$ cat config.mk
export PLATFORM = sky130hd
export DESIGN_NAME = pin_io_ctrl
export DESIGN_NICKNAME = d
export VERILOG_FILES = /design/src/rtl/pin_io_pkg.sv /design/src/rtl/pin_io_sync.sv /design/src/rtl/pin_io_detect.sv /design/src/rtl/pin_io_regs.sv /design/src/rtl/pin_io_ctrl.sv
export SDC_FILE = /design/constraint.sdc
export NUM_CORES = 1
export LEC_CHECK = 0
export ABC_CLOCK_PERIOD_IN_PS = 3200
export BUFFER_PORTS_ARGS = -buffer_cell sky130_fd_sc_hd__buf_2
export CORE_AREA = 5 5 312 161
export DETAILED_ROUTE_END_ITERATION = 8
export DIE_AREA = 0 0 317 166
export GPL_TIMING_DRIVEN = 1
export MAX_ROUTING_LAYER = met4
export SLEW_MARGIN = 20
export SYNTH_ARGS = -nofsm -noshare
export SYNTH_HDL_FRONTEND = slang
export SYNTH_SLANG_ARGS = --single-unit
$ cat constraint.sdc
create_clock -name clk -period 3.2 [get_ports clk]
set_input_delay 0.64 -clock clk [delete_from_list [all_inputs] [get_ports clk]]
set_output_delay 0.64 -clock clk [all_outputs]
set_load 0.1 [all_outputs]
$ cat src/rtl/pin_io_pkg.sv
package pin_io_pkg;

   localparam int unsigned MAX_PINS = 32;
   localparam int unsigned WORD_W   = 32;
   localparam int unsigned ADDR_W   = 8;

   localparam logic [ADDR_W-1:0] OFS_PEND = 8'h80;
   localparam logic [ADDR_W-1:0] OFS_LVL  = 8'h84;
   localparam logic [ADDR_W-1:0] OFS_DOUT = 8'h88;

   typedef enum logic [2:0] {
      TRIG_HIGH = 3'd0,
      TRIG_LOW  = 3'd1,
      TRIG_RISE = 3'd2,
      TRIG_FALL = 3'd3,
      TRIG_ANY  = 3'd4
   } trig_e;

   // bit order matches the control word: [7:5] trig, [4] spare, [3] ev, [2] drv, [1] in, [0] out
   typedef struct packed {
      logic [2:0] trig;
      logic       spare;
      logic       ev_en;
      logic       drv_en;
      logic       in_en;
      logic       out_en;
   } pin_cfg_t;

endpackage

$ cat src/rtl/pin_io_sync.sv
module pin_io_sync #(
   parameter int unsigned WIDTH  = 32,
   parameter int unsigned STAGES = 2
) (
   input  logic             clk,
   input  logic             rst_n,
   input  logic [WIDTH-1:0] d,
   output logic [WIDTH-1:0] q
);

   generate
      if (STAGES < 2) begin : g_bad_stages
         $error("pin_io_sync: STAGES must be at least 2");
      end
   endgenerate

   logic [WIDTH-1:0] stg_q [STAGES];

   always_ff @(posedge clk or negedge rst_n) begin
      if (!rst_n) begin
         for (int k = 0; k < int'(STAGES); k++) stg_q[k] <= '0;
      end else begin
         stg_q[0] <= d;
         for (int k = 1; k < int'(STAGES); k++) stg_q[k] <= stg_q[k-1];
      end
   end

   assign q = stg_q[STAGES-1];

endmodule

$ cat src/rtl/pin_io_detect.sv
module pin_io_detect
   import pin_io_pkg::*;
#(
   parameter int unsigned NPINS = 32
) (
   input  logic                 clk,
   input  logic                 rst_n,
   input  pin_cfg_t [NPINS-1:0] cfg,
   input  logic [NPINS-1:0]     lvl,
   output logic [NPINS-1:0]     hit
);

   logic [NPINS-1:0] prev_q;

   always_ff @(posedge clk or negedge rst_n) begin
      if (!rst_n) prev_q <= '0;
      else        prev_q <= lvl;
   end

   generate
      for (genvar g = 0; g < int'(NPINS); g++) begin : g_pin
         logic rise, fall, cond;
         assign rise = lvl[g] & ~prev_q[g];
         assign fall = ~lvl[g] & prev_q[g];

         always_comb begin
            case (cfg[g].trig)
               TRIG_HIGH: cond = lvl[g];
               TRIG_LOW:  cond = ~lvl[g];
               TRIG_RISE: cond = rise;
               TRIG_FALL: cond = fall;
               TRIG_ANY:  cond = rise | fall;
               default:   cond = 1'b0;
            endcase
         end

         assign hit[g] = cond & cfg[g].in_en & cfg[g].ev_en;
      end
   endgenerate

endmodule

$ cat src/rtl/pin_io_regs.sv
module pin_io_regs
   import pin_io_pkg::*;
#(
   parameter int unsigned NPINS = 32
) (
   input  logic                 clk,
   input  logic                 rst_n,
   input  logic                 psel,
   input  logic                 penable,
   input  logic                 pwrite,
   input  logic [ADDR_W-1:0]    paddr,
   input  logic [WORD_W-1:0]    pwdata,
   output logic [WORD_W-1:0]    prdata,
   input  logic [NPINS-1:0]     lvl,
   input  logic [NPINS-1:0]     hit,
   output pin_cfg_t [NPINS-1:0] cfg_q,
   output logic [NPINS-1:0]     dout_q,
   output logic [NPINS-1:0]     pend_q
);

   localparam int unsigned IDX_W = 5;

   logic             wr_en;
   logic             cfg_hit;
   logic [IDX_W-1:0] idx;
   logic [NPINS-1:0] clr;

   assign wr_en   = psel & penable & pwrite;
   assign idx     = paddr[IDX_W+1:2];
   assign cfg_hit = ~paddr[ADDR_W-1] && (int'(idx) < int'(NPINS));

   generate
      for (genvar g = 0; g < int'(NPINS); g++) begin : g_cfg
         always_ff @(posedge clk or negedge rst_n) begin
            if (!rst_n)
               cfg_q[g] <= '0;
            else if (wr_en && cfg_hit && idx == IDX_W'(g))
               cfg_q[g] <= {pwdata[7:5], 1'b0, pwdata[3:0]};
         end
      end
   endgenerate

   always_ff @(posedge clk or negedge rst_n) begin
      if (!rst_n)                          dout_q <= '0;
      else if (wr_en && paddr == OFS_DOUT) dout_q <= pwdata[NPINS-1:0];
   end

   assign clr = (wr_en && paddr == OFS_PEND) ? pwdata[NPINS-1:0] : '0;

   // a fresh event wins over a clear in the same cycle
   always_ff @(posedge clk or negedge rst_n) begin
      if (!rst_n) pend_q <= '0;
      else        pend_q <= (pend_q & ~clr) | hit;
   end

   always_comb begin
      prdata = '0;
      if (cfg_hit) begin
         prdata[7:0] = cfg_q[idx];
      end else begin
         case (paddr)
            OFS_PEND: prdata[NPINS-1:0] = pend_q;
            OFS_LVL:  prdata[NPINS-1:0] = lvl;
            OFS_DOUT: prdata[NPINS-1:0] = dout_q;
            default:  prdata = '0;
         endcase
      end
   end

endmodule

$ cat src/rtl/pin_io_ctrl.sv
module pin_io_ctrl
   import pin_io_pkg::*;
#(
   parameter int unsigned NPINS       = 32,
   parameter int unsigned SYNC_STAGES = 2
) (
   input  logic              clk,
   input  logic              rst_n,
   input  logic              psel,
   input  logic              penable,
   input  logic              pwrite,
   input  logic [7:0]        paddr,
   input  logic [31:0]       pwdata,
   output logic [31:0]       prdata,
   input  logic [NPINS-1:0]  pad_in,
   output logic [NPINS-1:0]  pad_out,
   output logic [NPINS-1:0]  pad_oe,
   output logic              irq
);

   generate
      if (NPINS < 1 || NPINS > MAX_PINS) begin : g_bad_npins
         $error("pin_io_ctrl: NPINS must lie in 1..32");
      end
   endgenerate

   pin_cfg_t [NPINS-1:0] cfg_vec;
   logic [NPINS-1:0]     lvl_vec;
   logic [NPINS-1:0]     hit_vec;
   logic [NPINS-1:0]     pend_vec;

   pin_io_sync #(.WIDTH(NPINS), .STAGES(SYNC_STAGES)) sync_i (
      .clk   (clk),
      .rst_n (rst_n),
      .d     (pad_in),
      .q     (lvl_vec)
   );

   pin_io_detect #(.NPINS(NPINS)) detect_i (
      .clk   (clk),
      .rst_n (rst_n),
      .cfg   (cfg_vec),
      .lvl   (lvl_vec),
      .hit   (hit_vec)
   );

   pin_io_regs #(.NPINS(NPINS)) regs_i (
      .clk     (clk),
      .rst_n   (rst_n),
      .psel    (psel),
      .penable (penable),
      .pwrite  (pwrite),
      .paddr   (paddr),
      .pwdata  (pwdata),
      .prdata  (prdata),
      .lvl     (lvl_vec),
      .hit     (hit_vec),
      .cfg_q   (cfg_vec),
      .dout_q  (pad_out),
      .pend_q  (pend_vec)
   );

   generate
      for (genvar g = 0; g < int'(NPINS); g++) begin : g_oe
         assign pad_oe[g] = cfg_vec[g].out_en & cfg_vec[g].drv_en;
      end
   endgenerate

   assign irq = |pend_vec;

endmodule

[Yosys cells after proc, flatten, opt, wreduce, memory -nomap -nowiden]
Index checks and enable logic that the tools add are counted.
Word-level totals
  bits in registers: 384
  latch bits: 0
  bits in writable memories: 0
  ROM bits: 0
  bits of input ports: 77
  word-level logic and storage cells: 697
  memories kept: 0
Operators by class
  $add $sub $neg: 0
  multiply operators: 0
  divide/modulo/power cells: 0
  order comparisons: 1
  equality and inequality tests: 162
  shift operators: 0
  multiplexer cells: 38
  bitwise gates (word level): 262
  reduce and logical (&&, ||, !) cells: 69
Operators by type and width (count)
  equality test 3 x 2 -> 1 bit, second input constant: 64
  AND 1 bit: 162
  case mux 1 bit (5 select lines): 32
  equality test 3 x 1 -> 1 bit, second input constant: 32
  equality test 3 bit, second input constant: 32
  zero test 3 bit: 32
  case mux 32 bit (3 select lines): 1
  equality test 5 bit, second input constant: 16
  inverter 1 bit: 65
  binary-select mux 8 bit (select 5 bit): 1
  equality test 5 x 4 -> 1 bit, second input constant: 8
  logical AND 1 bit: 35
  AND 32 bit: 1
  two-way mux 32 bit: 1
  inverter 32 bit: 1
  OR 1 bit: 32
  OR 32 bit: 1
  OR reduction 32 bit: 1
  equality test 8 bit, second input constant: 3
  two-way mux 24 bit: 1
  equality test 5 x 3 -> 1 bit, second input constant: 4
  two-way mux 8 bit: 2
  equality test 5 x 2 -> 1 bit, second input constant: 2
  less-than comparator 5 x 6 -> 1 bit, second input constant: 1
  other kinds (2): 2

[Logic depth before layout (Yosys ltp)]
Gate-level depths: netlist of run 1.
  depth after elaboration: 7
  mapped depth: 8
  depth with buffers taken out: 7

[Cells and area by module]
A second synthesis of run 1 with hierarchy kept.
Second synthesis, totals
  cells, all modules: 1529
  area total of the unflattened synthesis: 19523.7 um^2
Modules (own cells, without submodules)
  pin_io_regs: instances 1, cells each 1024, area an instance 13893.3 um^2
  pin_io_detect: instances 1, cells each 366, area an instance 3513.4 um^2
  pin_io_sync: instances 1, cells each 96, area an instance 1841.8 um^2
  pin_io_ctrl: instances 1, cells each 43, area an instance 275.3 um^2

[Least setup slack after synthesis of run 1]
No wires, ideal clock.
  path type: input to output
  from: input paddr[2]
  to: output prdata[1]
  data arrival time: 3.989 ns
  data required time: 2.560 ns
  slack: -1.429 ns
  stages on the path: 7
  buffers on the path: 2
  path through: buf_2 > or3b_2 > clkbuf_1 > o22ai_1 > or4_1 > a21oi_1 > o31ai_1
On the way
  word-level cells in the longest chain between the ends: 3
  elaborated cells on any way between the ends: 7
  those cells by class: 3 x eq/ne; 4 x mux
RTL lines
  from (decl): RTL line pin_io_ctrl.sv:12  | input logic [7:0] paddr,
  binary-select mux 8 bit (select 5 bit) / equality test 8 bit (equally long branches): RTL line pin_io_regs.sv:59, pin_io_regs.sv:61
  two-way mux 8 bit (not written as such) / case mux 32 bit (3 select lines) (equally long branches): RTL line pin_io_regs.sv:59, pin_io_regs.sv:61
  two-way mux 8 bit (*): RTL line pin_io_regs.sv:58  | if (cfg_hit) begin
  to (decl): RTL line pin_io_ctrl.sv:14  | output logic [31:0] prdata,
Mark *: on every way between the ends. The rest lies on a longest branch, timed or not. The select of a mux whose other input is x is not followed.

[Worst setup path in the final report of run 1]
  from: input paddr[3]
  to: output prdata[7]
The elaborated chain is that of the path after synthesis.

==> Implementation_results.wiki, run 1 <==
{| class="wikitable"
! Metric !! Value
|-
| WL final || approximately 60000 um
|-
| Syn. warnings || 0
|-
| Normalized max-slew margin || 39.5%
|-
| Fill count || ~4300
|-
| Final WS setup || about 0.018 ns
|-
| Capturing element type of the critical path || output pin
|-
| Maximum clock rate || 314 MHz
|-
| Via count of the first global-routing pass || approximately 14000
|-
| Netlist area before placement || 18600 um2
|-
| Crit path launch type || input pin
|-
| Critical path arrival || between 2 and 3 ns
|-
| Post-detailed-route DRC marker count || 0
|-
| Maximum number of pins on one net before global-route repair || 88
|-
| # diodes || 0
|-
| Worst IR drop on VDD || around 300 uV
|-
| Post-Syn Area per Cell || 12.0 um2
|-
| Reg2reg setup slack || about 1.2 ns
|-
| Met2 layer wire length in the routed design || about 24000 um
|-
| Max FO, Critical Path || 25
|-
| Commonest register cell after synthesis || sky130_fd_sc_hd__dfrtp_1
|-
| CTS tree || built
|-
| Leading post-synthesis cells by instance count || 384 x sky130_fd_sc_hd__dfrtp_1, 250 x sky130_fd_sc_hd__mux2_2, 154 x sky130_fd_sc_hd__nand2_1
|-
| Portion of synthesized cell area occupied by the leading cell type || 51.5%
|-
| Worst slew pin tran || roughly 0.91 ns
|-
| Final Skew || 0.0140 ns
|-
| Hold-fix buffer count after cts || 0
|-
| Met3 wire length || 5280 um
|-
| Critical path start-end classification || in2out
|-
| Pint || between 8 and 9 mW
|-
| Clk_lat worst skew || 0.54 ns
|-
| Tmin final || between 3 and 4 ns
|-
| Total routing usage reported by global routing || 23.2%
|-
| Die W || ~320 um
|-
| Via count || between 10000 and 15000
|-
| Setup repair after global routing missed its margin || no
|-
| Number of setup buffers added after CTS || 0
|-
| Number of endpoints failing setup at the final stage || 0
|-
| Switching share of total power || a little over a quarter
|-
| Tot Pwr || roughly 11 mW
|-
| Initial DRT Pass Iterations || 7
|-
| Number of H-tree branching levels || 2
|-
| Height of the die || 166 um
|-
| Capture point of the worst reg-to-reg path || regs_i.pend_q[7]
|-
| Effective utilization at floorplan || around two fifths
|-
| Max Buffers Root-to-Sink || 3
|-
| TritonCTS Sinks || roughly 380
|-
| Finished Cell Area || 22700 um2
|-
| Part of the power in registers || approximately 48%
|-
| Logic pwr share || a little over a tenth
|-
| Result of the run || completed
|-
| Net switching power || around 3 mW
|-
| Post-CTS clock slew at the launch and capture registers of the worst setup and hold paths || 0.06 ns
|-
| Final design utilization || a little under half
|-
| Final hold slack || about 0.086 ns
|-
| Nets || ~1900
|-
| Final hold violation count || 0
|-
| Iter 0 DRT Violations || approximately 1300
|-
| Required time worst endpoint || between 2 and 3 ns
|-
| R2R cell count || 7
|-
| Count of cell types in the netlist || between 40 and 50
|-
| Core Footprint || ~48000 um2
|-
| Post-route ant nets || 0
|-
| Post-synthesis sequential area ratio || 51.5%
|-
| Buffers on Ports || approximately 170
|-
| Met1 wire length || 29200 um
|-
| Clk network pwr share || approximately 40%
|-
| Destination of the critical timing path || prdata[7]
|-
| Count of final max-slew check failures || 0
|-
| DR vias/cell || approximately 5.6
|-
| Leakage power of the design || around 11 nW
|-
| Critical path launch point || paddr[3]
|-
| Number of antenna violations at the first check in global routing || 0
|-
| Most frequently used cell type in the post-synthesis netlist || sky130_fd_sc_hd__dfrtp_1
|-
| Wire length of the first global-routing pass || between 80000 and 90000 um
|-
| Number of enable flip-flop cells after synthesis || 0
|-
| Half-perimeter wire length after placement || between 40000 and 50000 um
|-
| Inserted Clock Buffers || 38
|-
| Top layer reached by signal wires || met4
|-
| Post-placement worst setup slack || -0.114 ns
|-
| Biggest area contributors in the synthesized netlist || sky130_fd_sc_hd__dfrtp_1 52%, sky130_fd_sc_hd__mux2_2 15%, sky130_fd_sc_hd__mux2i_1 4.7%
|-
| Syn-to-layout area delta || 21.8%
|-
| Seq cells post-synth || between 300 and 400
|-
| Worst reg2reg startpoint || sync_i.q[7]
|-
| Share of cells above drive strength 1 || a little over a third
|-
| Number of maximum-capacitance violations || 0
|-
| I/O Pins || roughly 170
|-
| RePlAce Congestion || ~1
|-
| Share of synthesized registers carrying an async set or reset || 100%
|-
| Cell type contributing the most total cell area after synthesis || sky130_fd_sc_hd__dfrtp_1
|-
| Number of cell rows || between 50 and 60
|-
| Placed inst area || roughly 21000 um2
|-
| Clk Tree Root Cell || sky130_fd_sc_hd__clkbuf_16
|-
| Portion of the clock cycle consumed by the worst path in the final layout || 99.4%
|-
| Number of instances in the synthesized netlist || around 1600
|-
| Detail-routed net length per standard cell || approximately 24 um
|-
| Classification of the worst-slack hold path || in2async
|-
| Number of nets produced by synthesis || around 1700
|-
| Power per Cell Area || roughly 490 nW/um2
|-
| DIE AREA || approximately 53000 um2
|-
| Total congestion overflow after global routing || 0
|}
-- power by group through the flow --
stage	clock network, mW	logic (mW)	registers (mW)
finish	4.59	1.23	5.33
global route	4.91	1.33	5.35
CTS	4.70	1.22	5.32
detailed placement	0	1.21	5.41
global placement	0	1.19	5.40
floorplan	0	0.687	5.34
-- cell usage in the layout, fill, tap and decap left out, drive strengths merged, types with 7 or more instances in the layout --
cell type / instances
a21oi: 34
a32o: 32
and2: 33
buf: 238
clkbuf: 52
clkinv: 8
dfrtp: 384
ha: 64
inv: 68
mux2: 258
mux2i: 87
mux4: 28
nand2: 157
nor2: 82
nor3: 36
nor4: 14
o211ai: 31
o21ai: 95
o22ai: 19
o31ai: 8
o32ai: 7
-- flip-flops by register name (all words and copies together), names as in the netlist --
signal and cells:
regs_i.cfg_q 224, regs_i.dout_q 32, sync_i.q 32, sync_i.stg_q 32, regs_i.pend_q 32, detect_i.prev_q 32
-- per-stage QoR --
| stage | setup TNS, ns | cells |
|---|---|---|
| detailed placement | -0.339 | 2367 |
| global route | 0 | 2435 |
| CTS | 0 | 2435 |
| finish | 0 | 2435 |
| global placement | -0.100 | 2367 |
| floorplan | -0.0573 | 1554 |
-- per-layer routing --
metal | up-vias | GRT usage [%]
met5 | - | -
met4 | 0 | 3.42
met3 | 67 | 7.16
met2 | 442 | 31.0
met1 | 7145 | 35.1
li1 | 6018 | -
-- cells by family after synthesis --
family          after synthesis  synth area share (%)
fa+ha+maj                    64                  4.29
compound gates              248                  8.66
flops                       384                  51.5
simple gates                346                  8.75
mux                         373                  23.6
buf+inv                     139                  3.12
-- timing repair --
action | in CTS | in global routing
endpoints found under the setup margin | 6 | 7
pin swaps | 0 | 0
resized for setup | 7 | 12
-- worst min path at each step --
stage | endpoint | slack [ns] | cells after the start
6_report | regs_i.cfg_q[23] | 0.09 | 1
5_1_grt | regs_i.cfg_q[23] | 0.16 | 1
4_1_cts | sync_i.q[7] | 0.15 | 1
3_5_place_dp | sync_i.q[11] | 0.34 | 0
3_3_place_gp | sync_i.q[13] | 0.33 | 0
2_1_floorplan | sync_i.q[0] | 0.33 | 0
-- final cells by class --
type,count,area (um2),share of cell area [%]
Timing Repair Buffer,238,2060,9.09
Clock inverter,16,186,0.821
Clock buffer,52,1060,4.68
Multi-Input combinational cell,1031,8740,38.5
Tap cell,649,812,3.57
Sequential cell,384,9610,42.3
Inverter,65,244,1.07
-- worst max-delay path: stages --
cell                      delay [ns]
sky130_fd_sc_hd__buf_12         0.18
sky130_fd_sc_hd__buf_12         0.19
sky130_fd_sc_hd__mux2i_2        0.36
sky130_fd_sc_hd__o22ai_1        0.22
sky130_fd_sc_hd__nor4_2         0.28
sky130_fd_sc_hd__a21oi_1        0.16
sky130_fd_sc_hd__a22o_2         0.28
sky130_fd_sc_hd__buf_12         0.17
Power figures use the tool's default switching activity.
==> run 2, diff against run 1 <==
Settings changed: CORE_AREA 5 5 312 161 to 2 2 309 158, DIE_AREA 0 0 317 166 to 0 0 311 160, PLACE_DENSITY from default to 0.66.
==> run 2 against run 1 <==
  * The flow now finishes with violations (negative setup slack)
  * Power rose by 3.1%
  * Die area decreased by 5.4%
  * Clock skew down 0.0045 ns
  * Global-route usage up 0.53 points
  * Flip-flop and latch count unchanged
  * Setup slack worse by 0.037 ns
  * Sequential share of layout area shrank 0.093 points
  * Combinational power about the same
  * Via count is 0.34% higher
  * Critical path type unchanged
  * Largest power group unchanged
==> Implementation_results.wiki, run 2 (same netlist as run 1, synthesis figures left out) <==
{| class="wikitable"
! Metric !! Value
|-
| Classification of the worst-slack hold path || in2async
|-
| Number of flip-flops under the largest register name || 224 (unchanged)
|-
| Number of setup buffers added after CTS || 0 (unchanged)
|-
| Area of combinational cells with multiple inputs || 8700 um2 (-0.44%)
|-
| Effective utilization at floorplan || 39.3% (+0.059 points)
|-
| Leakage power of the design || 10.8 nW (+0.59%)
|-
| Number of H-tree branching levels || 2 (unchanged)
|-
| I/O Pins || 174 (unchanged)
|-
| Setup repair after global routing missed its margin || no
|-
| Required time worst endpoint || 2.56 ns (about the same)
|-
| Final Skew || 0.00952 ns (-0.00446 ns)
|-
| Met1 wire length || 27900 um (-4.6%)
|-
| Cell depth of the worst setup path || 8 (unchanged)
|-
| Max FO, Critical Path || 22 (-12%)
|-
| Number of cell rows || 57 (unchanged)
|-
| Via count || 13700 (+0.34%)
|-
| Post-detailed-route DRC marker count || 0 (unchanged)
|-
| Top register by number of flip-flops || regs_i.cfg_q
|-
| Share of cells above drive strength 1 || 36.7% (+0.065 points)
|-
| Tmin final || 3.22 ns (+0.0369 ns)
|-
| Delay contributed by the slowest stage of the critical path || 0.33 ns (-0.03 ns)
|-
| Post-route ant nets || 0 (unchanged)
|-
| Half-perimeter wire length after placement || 41800 um (-4.1%)
|-
| WL final || 57400 um (-3.7%)
|-
| TritonCTS Sinks || 384 (unchanged)
|-
| Normalized max-slew margin || 32.7% (-6.7 points)
|-
| Count of final max-slew check failures || 0 (unchanged)
|-
| Die W || 311 um (-1.9%)
|-
| Chain of cells forming the critical path || buf_8 -> buf_4 -> mux2i_1 -> o22ai_1 -> nor4_2 -> a21oi_1 -> a22o_2 -> buf_12
|-
| R2R cell count || 7 (unchanged)
|-
| Capturing element type of the critical path || output pin
|-
| Leading cell type in the layout, fill and taps excluded || sky130_fd_sc_hd__dfrtp_1
|-
| DR vias/cell || 5.62 (about the same)
|-
| Final WS setup || -0.0191 ns (-0.0369 ns)
|-
| Clk_lat worst skew || 0.54 ns (about the same)
|-
| DP Cell Count || 2370 (+0.13%)
|-
| Number of maximum-capacitance violations || 0 (unchanged)
|-
| Result of the run || complete, but fails checks
|-
| Sum of negative setup slack || -0.0191 ns (-0.0191 ns)
|-
| Number of antenna violations at the first check in global routing || 2 (+2)
|-
| Fill count || 4256 (-1.3%)
|-
| RePlAce Congestion || 0.939 (-3.4%)
|-
| Met2 layer wire length in the routed design || 24100 um (-1.0%)
|-
| Height of the die || 160 um (-3.6%)
|-
| Sequential standard cell area || 9610 um2 (unchanged)
|-
| Iter 0 DRT Violations || 1237 (-6.6%)
|-
| Number of endpoints failing setup at the final stage || 1 (+1)
|-
| Total congestion overflow after global routing || 0 (unchanged)
|-
| Largest delay contributor family on the critical path || buffers and inverters
|-
| CTS tree || built
|-
| Wire length of the first global-routing pass || 87100 um (-3.1%)
|-
| Crit path launch type || input pin
|-
| Initial DRT Pass Iterations || 5 (-2)
|-
| Total routing usage reported by global routing || 23.7% (+0.53 points)
|-
| Via count of the first global-routing pass || 13800 (-0.58%)
|-
| Buffers on Ports || 173 (unchanged)
|-
| Detail-routed net length per standard cell || 23.5 um (-4.0%)
|-
| Commonest cells after routing, fill and taps aside || 384 x sky130_fd_sc_hd__dfrtp_1, 250 x sky130_fd_sc_hd__mux2_2, 154 x sky130_fd_sc_hd__nand2_1
|-
| Worst slew pin tran || 1.01 ns (+0.101 ns)
|-
| Final hold violation count || 0 (unchanged)
|-
| Met3 wire length || 4410 um (-17%)
|-
| Syn-to-layout area delta || 22.1%
|-
| Max Buffers Root-to-Sink || 3 (unchanged)
|-
| Critical path start-end classification || in2out
|-
| Maximum number of pins on one net before global-route repair || 75 (-15%)
|-
| Critical path arrival || 2.58 ns (+0.04 ns)
|-
| Number of non-filler instances in the completed layout || 2442 (+0.29%)
|-
| Failing checks || negative setup slack
|-
| Inserted Clock Buffers || 38 (unchanged)
|-
| Core Footprint || 47500 um2 (-0.15%)
|-
| Tot Pwr || 11.5 mW (+3.1%)
|-
| Number of buffers and inverters on the critical path || 3 (unchanged)
|-
| Clk Tree Root Cell || sky130_fd_sc_hd__clkbuf_16
|-
| Slowest stage cell on the critical path || sky130_fd_sc_hd__mux2i_1
|-
| DIE AREA || 49800 um2 (-5.4%)
|-
| Top layer reached by signal wires || met4
|-
| Post-CTS clock slew at the launch and capture registers of the worst setup and hold paths || 0.06 ns (about the same)
|-
| Nets || 1902 (+0.16%)
|-
| Maximum clock rate || 311 MHz (-1.1%)
|-
| Portion of the clock cycle consumed by the worst path in the final layout || 101% (+1.2 points)
|-
| Worst IR drop on VDD || 343 uV (+15%)
|-
| Power per Cell Area || 505 nW/um2 (+2.9%)
|}
==> run 2: what timing repair did <==
item / in CTS / in global routing
hold buffers: 0 / 0
pin swaps: 0 / 2
gates resized for setup: 7 / 4
setup endpoints to repair: 6 / 7
==> run 2: final timing paths <==
kind / startpoint / endpoint / slack (ns)
worst max register to register: sync_i.q[7] / regs_i.pend_q[7] / 1.39
worst min-delay path: rst_n / regs_i.cfg_q[30] / 0.12
min in group clk: pad_in[17] / sync_i.stg_q[49] / 0.20
max in group asynchronous: rst_n / regs_i.cfg_q[225] / 2.30
worst max-delay path: paddr[3] / prdata[2] / -0.02
worst min register to register: sync_i.stg_q[43] / sync_i.q[11] / 0.35
==> run 2: worst register-to-register path, cell delays in order (launching register included) <==
cell,delay (ns)
sky130_fd_sc_hd__dfrtp_1,0.42
sky130_fd_sc_hd__inv_1,0.21
sky130_fd_sc_hd__ha_1,0.19
sky130_fd_sc_hd__nand2_1,0.05
sky130_fd_sc_hd__o211ai_1,0.09
sky130_fd_sc_hd__o21ai_0,0.11
sky130_fd_sc_hd__o21ai_0,0.42
sky130_fd_sc_hd__a32o_1,0.25
==> run 2: power breakdown <==
group / total [mW] / internal [mW] / switching [mW]
sequential: 5.32 / 5.07 / 0.244
combinational: 1.22 / 0.459 / 0.757
clock: 4.95 / 2.94 / 2.02
==> run 2: area by class of cell <==
type                            instances  share of cell area (%)
Clock buffer                           52                    5.04
Multi-Input combinational cell       1031                    38.2
Antenna cell                            2                  0.0220
Timing Repair Buffer                  241                    8.85
Tap cell                              649                    3.57
Clock inverter                         18                    1.03
Sequential cell                       384                    42.2
Inverter                               65                    1.07
==> run 2: through the flow <==
step	setup WS (ns)	utilization, %	cell area [um2]	hold slack (ns)
2_1_floorplan	-0.0573	-	18800	0.331
3_3_place_gp	-0.0243	44.9	21300	0.333
3_5_place_dp	-0.141	44.9	21300	0.336
4_1_cts	0.00704	47.9	22700	0.144
5_1_grt	0.000469	47.9	22800	0.166
6_report	-0.0191	47.9	22800	0.120
==> run 2: metal layers <==
layer | GRT usage, % | up-vias
met4 | 4.81 | 0
li1 | - | 6042
met1 | 35.5 | 7082
met5 | - | -
met2 | 32.7 | 520
met3 | 5.17 | 75
